--- config.mk ---
export PLATFORM = sky130hd
export DESIGN_NAME = sar_seq_top
export DESIGN_NICKNAME = d
export VERILOG_FILES = /design/src/rtl/sar_seq_pkg.sv /design/src/rtl/sar_seq_ctrl.sv /design/src/rtl/sar_seq_datapath.sv /design/src/rtl/sar_seq_top.sv
export SDC_FILE = /design/constraint.sdc
export NUM_CORES = 1
export LEC_CHECK = 0
export CORE_MARGIN = 3
export CORE_UTILIZATION = 55
export DETAILED_ROUTE_END_ITERATION = 6
export DONT_BUFFER_PORTS = 1
export PLACE_DENSITY = 0.73
export REMOVE_ABC_BUFFERS = 1
export SYNTH_ARGS = -nofsm -noshare
export SYNTH_HDL_FRONTEND = slang
export SYNTH_SLANG_ARGS = --single-unit
--- constraint.sdc ---
create_clock -name clk -period 1.5 [get_ports clk]
set_input_delay 0.15 -clock clk [delete_from_list [all_inputs] [get_ports clk]]
set_output_delay 0.15 -clock clk [all_outputs]
set_load 0.01 [all_outputs]
--- src/rtl/sar_seq_pkg.sv ---
package sar_seq_pkg;

  typedef struct packed {
    logic clearSar;
    logic captureAddr;
    logic setTrial;
    logic decide;
    logic loadOut;
  } sarStrobes_t;

  typedef enum logic [2:0] {
    ST_IDLE,
    ST_ACQ,
    ST_SET,
    ST_DECIDE,
    ST_LOAD
  } sarState_t;

endpackage

--- src/rtl/sar_seq_ctrl.sv ---
module sar_seq_ctrl
  import sar_seq_pkg::*;
#(
  parameter int RES_BITS   = 12,
  parameter int ACQ_CYCLES = 30,
  localparam int IDX_W     = (RES_BITS > 1) ? $clog2(RES_BITS) : 1,
  localparam int ACQ_W     = $clog2(ACQ_CYCLES + 1)
) (
  input  logic              clk,
  input  logic              rstN,
  input  logic              chipSel,
  input  logic              convStart,
  output sarStrobes_t       stb,
  output logic [IDX_W-1:0]  bitIdx,
  output logic              busy,
  output logic              done
);

  localparam logic [IDX_W-1:0] MSB_IDX  = IDX_W'(RES_BITS - 1);
  localparam logic [ACQ_W-1:0] ACQ_LAST = ACQ_W'(ACQ_CYCLES - 1);

  sarState_t        state;
  logic [ACQ_W-1:0] acqCnt;
  logic             startEvt;

  assign startEvt = (state == ST_IDLE) && chipSel && convStart;

  always_comb begin
    stb.clearSar    = startEvt;
    stb.captureAddr = startEvt;
    stb.setTrial    = (state == ST_SET);
    stb.decide      = (state == ST_DECIDE);
    stb.loadOut     = (state == ST_LOAD);
  end

  assign busy = (state != ST_IDLE);

  always_ff @(posedge clk) begin
    if (!rstN) begin
      state  <= ST_IDLE;
      acqCnt <= '0;
      bitIdx <= '0;
      done   <= 1'b0;
    end else begin
      done <= (state == ST_LOAD);
      case (state)
        ST_IDLE: begin
          if (startEvt) begin
            state  <= ST_ACQ;
            acqCnt <= '0;
          end
        end
        ST_ACQ: begin
          if (acqCnt == ACQ_LAST) begin
            state  <= ST_SET;
            bitIdx <= MSB_IDX;
          end else begin
            acqCnt <= acqCnt + 1'b1;
          end
        end
        ST_SET: state <= ST_DECIDE;
        ST_DECIDE: begin
          if (bitIdx == '0) begin
            state <= ST_LOAD;
          end else begin
            bitIdx <= bitIdx - 1'b1;
            state  <= ST_SET;
          end
        end
        ST_LOAD: state <= ST_IDLE;
        default: state <= ST_IDLE;
      endcase
    end
  end

  // Independent count of acquire cycles, used only by the checks below
  logic [ACQ_W-1:0] acqSeen;
  always_ff @(posedge clk) begin
    if (!rstN)                 acqSeen <= '0;
    else if (startEvt)         acqSeen <= '0;
    else if (state == ST_ACQ && acqSeen != {ACQ_W{1'b1}}) acqSeen <= acqSeen + 1'b1;
  end

  AST_START_QUALIFIED: assert property (@(posedge clk) disable iff (!rstN)
    $rose(busy) |-> $past(chipSel && convStart));
  AST_MSB_FIRST: assert property (@(posedge clk) disable iff (!rstN)
    (state == ST_SET && $past(state) == ST_ACQ) |-> (bitIdx == MSB_IDX));
  AST_BIT_STEP_DOWN: assert property (@(posedge clk) disable iff (!rstN)
    (state == ST_SET && $past(state) == ST_DECIDE) |-> (bitIdx == $past(bitIdx) - 1'b1));
  AST_ACQ_MIN_LEN: assert property (@(posedge clk) disable iff (!rstN)
    (state == ST_SET && $past(state) == ST_ACQ) |-> (acqSeen == ACQ_W'(ACQ_CYCLES)));
  AST_DONE_SINGLE: assert property (@(posedge clk) disable iff (!rstN)
    done |=> !done);
  AST_DONE_ENDS_BUSY: assert property (@(posedge clk) disable iff (!rstN)
    done |-> !busy);

endmodule

--- src/rtl/sar_seq_datapath.sv ---
module sar_seq_datapath
  import sar_seq_pkg::*;
#(
  parameter int RES_BITS  = 12,
  parameter int ADDR_BITS = 4,
  localparam int IDX_W    = (RES_BITS > 1) ? $clog2(RES_BITS) : 1,
  localparam int WORD_W   = RES_BITS + ADDR_BITS
) (
  input  logic                 clk,
  input  logic                 rstN,
  input  sarStrobes_t          stb,
  input  logic [IDX_W-1:0]     bitIdx,
  input  logic                 busy,
  input  logic                 cmpHigh,
  input  logic [ADDR_BITS-1:0] chanAddr,
  output logic [RES_BITS-1:0]  dacCode,
  output logic [WORD_W-1:0]    outWord
);

  logic [RES_BITS-1:0]  sarQ;
  logic [ADDR_BITS-1:0] addrHold;

  for (genvar i = 0; i < RES_BITS; i++) begin : g_sarBit
    logic bitQ;
    logic hit;
    assign hit = (bitIdx == IDX_W'(i));
    always_ff @(posedge clk) begin
      if (!rstN)                   bitQ <= 1'b0;
      else if (stb.clearSar)       bitQ <= 1'b0;
      else if (stb.setTrial && hit) bitQ <= 1'b1;
      else if (stb.decide && hit)   bitQ <= ~cmpHigh;
    end
    assign sarQ[i] = bitQ;
  end

  always_ff @(posedge clk) begin
    if (!rstN) begin
      addrHold <= '0;
      outWord  <= '0;
    end else begin
      if (stb.captureAddr) addrHold <= chanAddr;
      if (stb.loadOut)     outWord  <= {addrHold, sarQ};
    end
  end

  assign dacCode = sarQ;

  AST_SAR_CLEARED: assert property (@(posedge clk) disable iff (!rstN)
    stb.clearSar |=> (sarQ == '0));
  AST_NO_RESTART: assert property (@(posedge clk) disable iff (!rstN)
    busy |-> !stb.clearSar);
  AST_OUT_HELD: assert property (@(posedge clk) disable iff (!rstN)
    !stb.loadOut |=> $stable(outWord));
  AST_ADDR_HELD: assert property (@(posedge clk) disable iff (!rstN)
    busy |=> $stable(addrHold));

endmodule

--- src/rtl/sar_seq_top.sv ---
module sar_seq_top
  import sar_seq_pkg::*;
#(
  parameter int RES_BITS   = 12,
  parameter int ADDR_BITS  = 4,
  parameter int ACQ_CYCLES = 30,
  localparam int IDX_W     = (RES_BITS > 1) ? $clog2(RES_BITS) : 1,
  localparam int WORD_W    = RES_BITS + ADDR_BITS
) (
  input  logic                 clk,
  input  logic                 rstN,
  input  logic                 chipSel,
  input  logic                 convStart,
  input  logic [ADDR_BITS-1:0] chanAddr,
  input  logic                 cmpHigh,
  output logic [RES_BITS-1:0]  dacCode,
  output logic [WORD_W-1:0]    outWord,
  output logic                 busy,
  output logic                 done
);

  sarStrobes_t      stb;
  logic [IDX_W-1:0] bitIdx;

  sar_seq_ctrl #(
    .RES_BITS  (RES_BITS),
    .ACQ_CYCLES(ACQ_CYCLES)
  ) u_ctrl (
    .clk      (clk),
    .rstN     (rstN),
    .chipSel  (chipSel),
    .convStart(convStart),
    .stb      (stb),
    .bitIdx   (bitIdx),
    .busy     (busy),
    .done     (done)
  );

  sar_seq_datapath #(
    .RES_BITS (RES_BITS),
    .ADDR_BITS(ADDR_BITS)
  ) u_dp (
    .clk     (clk),
    .rstN    (rstN),
    .stb     (stb),
    .bitIdx  (bitIdx),
    .busy    (busy),
    .cmpHigh (cmpHigh),
    .chanAddr(chanAddr),
    .dacCode (dacCode),
    .outWord (outWord)
  );

endmodule

==> summary.md <==
| Metric | Value |
|---|---|
| Outcome | `finished with violations` |
| Row count | `22` |
| CP required | `1700 ps` |
| FFs w/ async S/R, synth | `0` |
| Unrepaired setup endpoints after global routing | `true` |
| Leakage | `0.8951 nW` |
| Wirelength per Cell | `15.51 um` |
| Core ar. | `3716 um^2` |
| Sequential share of the synthesized area | `0.4174` |
| Worst Setup Start Kind | `flip-flop` |
| H-tree depth | `2` |
| Initial antenna violation count | `0` |
| GR Util All Layers | `0.2182` |
| Psw | `0.0004865 W` |
| Clock share of power | `0.409` |
| Initial DRC count | `121` |
| R2R setup slack | `-30 ps` |
| Synth cell types | `44` |
| GPL Wtd Cong | `0.8086` |
| Clk_skew | `4.813 ps` |
| P&R area growth vs syn | `19.77%` |
| # setup viols final | `1` |
| Worst-Skew Late Latency | `290 ps` |
| Worst slew pin tran | `493.3 ps` |
| Area leader, netlist | `dfxtp_1` |
| ANT cells | `0` |
| Slew Limit Fails | `0` |
| Fin. Hold Viols | `0` |
| Tcrit/Tclk final | `1.022` |
| Layout Utilization | `0.6956` |
| GR Overflow Total | `0` |
| Pin count of the biggest net entering global routing | `19` |
| Synth Register Bits | `45` |
| Violated checks | `negative setup slack` |
| Routed WL | `4854 um` |
| Max IR drop VDD | `542.5 uV` |
| Final Net Count | `279` |
| Count leader, synth | `dfxtp_1` |
| Detailed Place HPWL | `3242 um` |
| Post-Syn Instances | `252` |
| Die area | `4712 um^2` |
| Synth warn | `0` |
| Global-route wire length before repair | `7810 um` |
| Setup WS post-layout | `-33.13 ps` |
| Worst setup EP type | `flip-flop` |
| Syn Area/Cell | `8.565 um^2` |
| Crit-path max FO | `14` |
| WS Path Type | `flip-flop to flip-flop` |
| EDFF count, synth | `0` |
| Post-placement setup slack | `-75.79 ps` |
| Worst r2r path cells | `3` |
| Clock sinks | `45` |
| CTS clk-pin slew, worst paths | `80 ps` |
| Internal power | `0.001807 W` |
| Hold Crit Class | `input pin to flip-flop` |
| Total iterations of the first detailed-routing run | `4` |
| Worst slew margin | `0.6708` |
| Gate power share | `0.061` |
| TritonCTS clock tree | `yes` |
| Initial Util | `0.5808` |
| Mapped Area | `2158 um^2` |
| Worst Path Arrival | `1730 ps` |
| Vias in the first global route | `1,650` |
| Root buffer cell | `clkbuf_8` |
| Max_cap viols | `0` |
| Cell Pwr Density | `887.3 nW/um^2` |
| Vias | `1,824` |
| Fmax | `652.3 MHz` |
| Final min period | `1533 ps` |
| Synth cell count leaders | `dfxtp_1, nand2_1, a21oi_1` |
| Io pins | `39` |
| Layout cell share with drive strength beyond 1 | `0.2792` |
| DRC Markers | `0` |
| Top_reg_cell synth | `dfxtp_1` |
| Die H | `68.65 um` |
| IO buf count | `0` |
| Cell depth of the worst hold path | `2` |
| Via-to-Cell Ratio | `5.827` |
| Switching Fraction | `0.2121` |
| Clock buffer depth | `2` |
| Die X | `68.65 um` |
| TritonCTS Buffers | `5` |
| Most area-consuming cells after synthesis | `dfxtp_1, nand2_1, a21oi_1` |
| Sequential share of power | `0.529` |
| Antenna-violating nets left | `0` |
| Post-synth top area share | `0.4174` |
repair_timing:
item                       4_1_cts  5_1_grt
setup endpoints to repair        7       38
pin swaps                        2        6
gates resized for setup          9       25
hold buffers                     4        0
buffers inserted                 1        2
hold endpoints to repair         6        0
worst max-delay path: stages, from the launching register on:
cell	delay, ps
dfxtp_2	420
nand2b_1	240
or3_4	430
a2111oi_4	350
power by group through the flow:
stage | clock [W] | sequential, W | combinational (W)
6_report | 0.000939 | 0.00121 | 0.000140
3_3_place_gp | 0 | 0.00124 | 0.000112
4_1_cts | 0.000948 | 0.00121 | 0.000130
3_5_place_dp | 0 | 0.00124 | 0.000115
5_1_grt | 0.000993 | 0.00122 | 0.000156
2_1_floorplan | 0 | 0.00124 | 0.0000618
worst paths after layout:
kind,start,end
worst max-delay path,u_ctrl.state[2]$_SDFFE_PN0P_,u_ctrl.bitIdx[3]$_SDFFE_PN0P_
worst min-delay path,chanAddr[0],u_dp.addrHold[0]$_SDFFE_PN0P_
worst max register to register,u_ctrl.state[2]$_SDFFE_PN0P_,u_ctrl.bitIdx[3]$_SDFFE_PN0P_
worst min register to register,u_dp.addrHold[1]$_SDFFE_PN0P_,u_dp.outWord[13]$_SDFFE_PN0P_
cells by family (layout without fill, tap and decap cells):
group / count (synthesis) / count (layout) / synth area share
AOI/OAI and AO/OA: 61 / 61 / 0.1872
adders and majority gates: 6 / 6 / 0.03478
buffers and inverters: 37 / 50 / 0.09449
DFF: 45 / 45 / 0.4174
muxes: 1 / 1 / 0.004638
and+or+nand+nor: 102 / 102 / 0.2615
layout by cell type, fill, tap and decap left out, types with 5 or more instances in the layout:
master,n
dfxtp_1,38
clkbuf_8,6
buf_4,28
a21oi_1,25
nor2_1,5
a31oi_1,12
o21ai_1,6
nor3_1,13
dfxtp_2,7
nand2_1,35
nand3_1,6
nor4_1,9
metrics by stage:
stage / total power [W] / cells / cell area, um^2 / TNS [ps] / hold slack [ps]
finish: 0.002294 / 313 / 2585 / -33.13 / 9.316
global route: 0.002365 / 313 / 2585 / -428.1 / 8.809
global placement: 0.001350 / 298 / 2260 / -1.807 / 273.9
detailed placement: 0.001354 / 298 / 2260 / -112.6 / 283.0
floorplan: 0.001303 / 223 / 1984 / -2237 / 266.5
CTS: 0.002288 / 311 / 2467 / -77.80 / 2.384
final cells by class:
type                            count  area (um^2)
Fill cell                         291         1131
Timing Repair Buffer               34        281.5
Clock buffer                        7        86.33
Inverter                            8        30.03
Clock inverter                      1        30.03
Multi-Input combinational cell    170         1187
Tap cell                           48        60.06
Sequential cell                    45        909.6
layer usage:
metal | global-route usage | routed length [um] | vias to the layer above
li1 | - | - | 922
met1 | 0.2955 | 2284 | 840
met2 | 0.3397 | 2233 | 57
met3 | 0.04862 | 258 | 5
met4 | 0.07444 | 77 | 0
met5 | 0 | 0 | -
registers in the layout (all words and copies together) (netlist names):
signal / flops
u_ctrl.acqCnt: 5
u_ctrl.bitIdx: 4
u_ctrl.done: 1
u_ctrl.state: 3
u_dp.addrHold: 4
u_dp.g_sarBit.bitQ: 12
u_dp.outWord: 16
(Power assumes the default switching activity.)
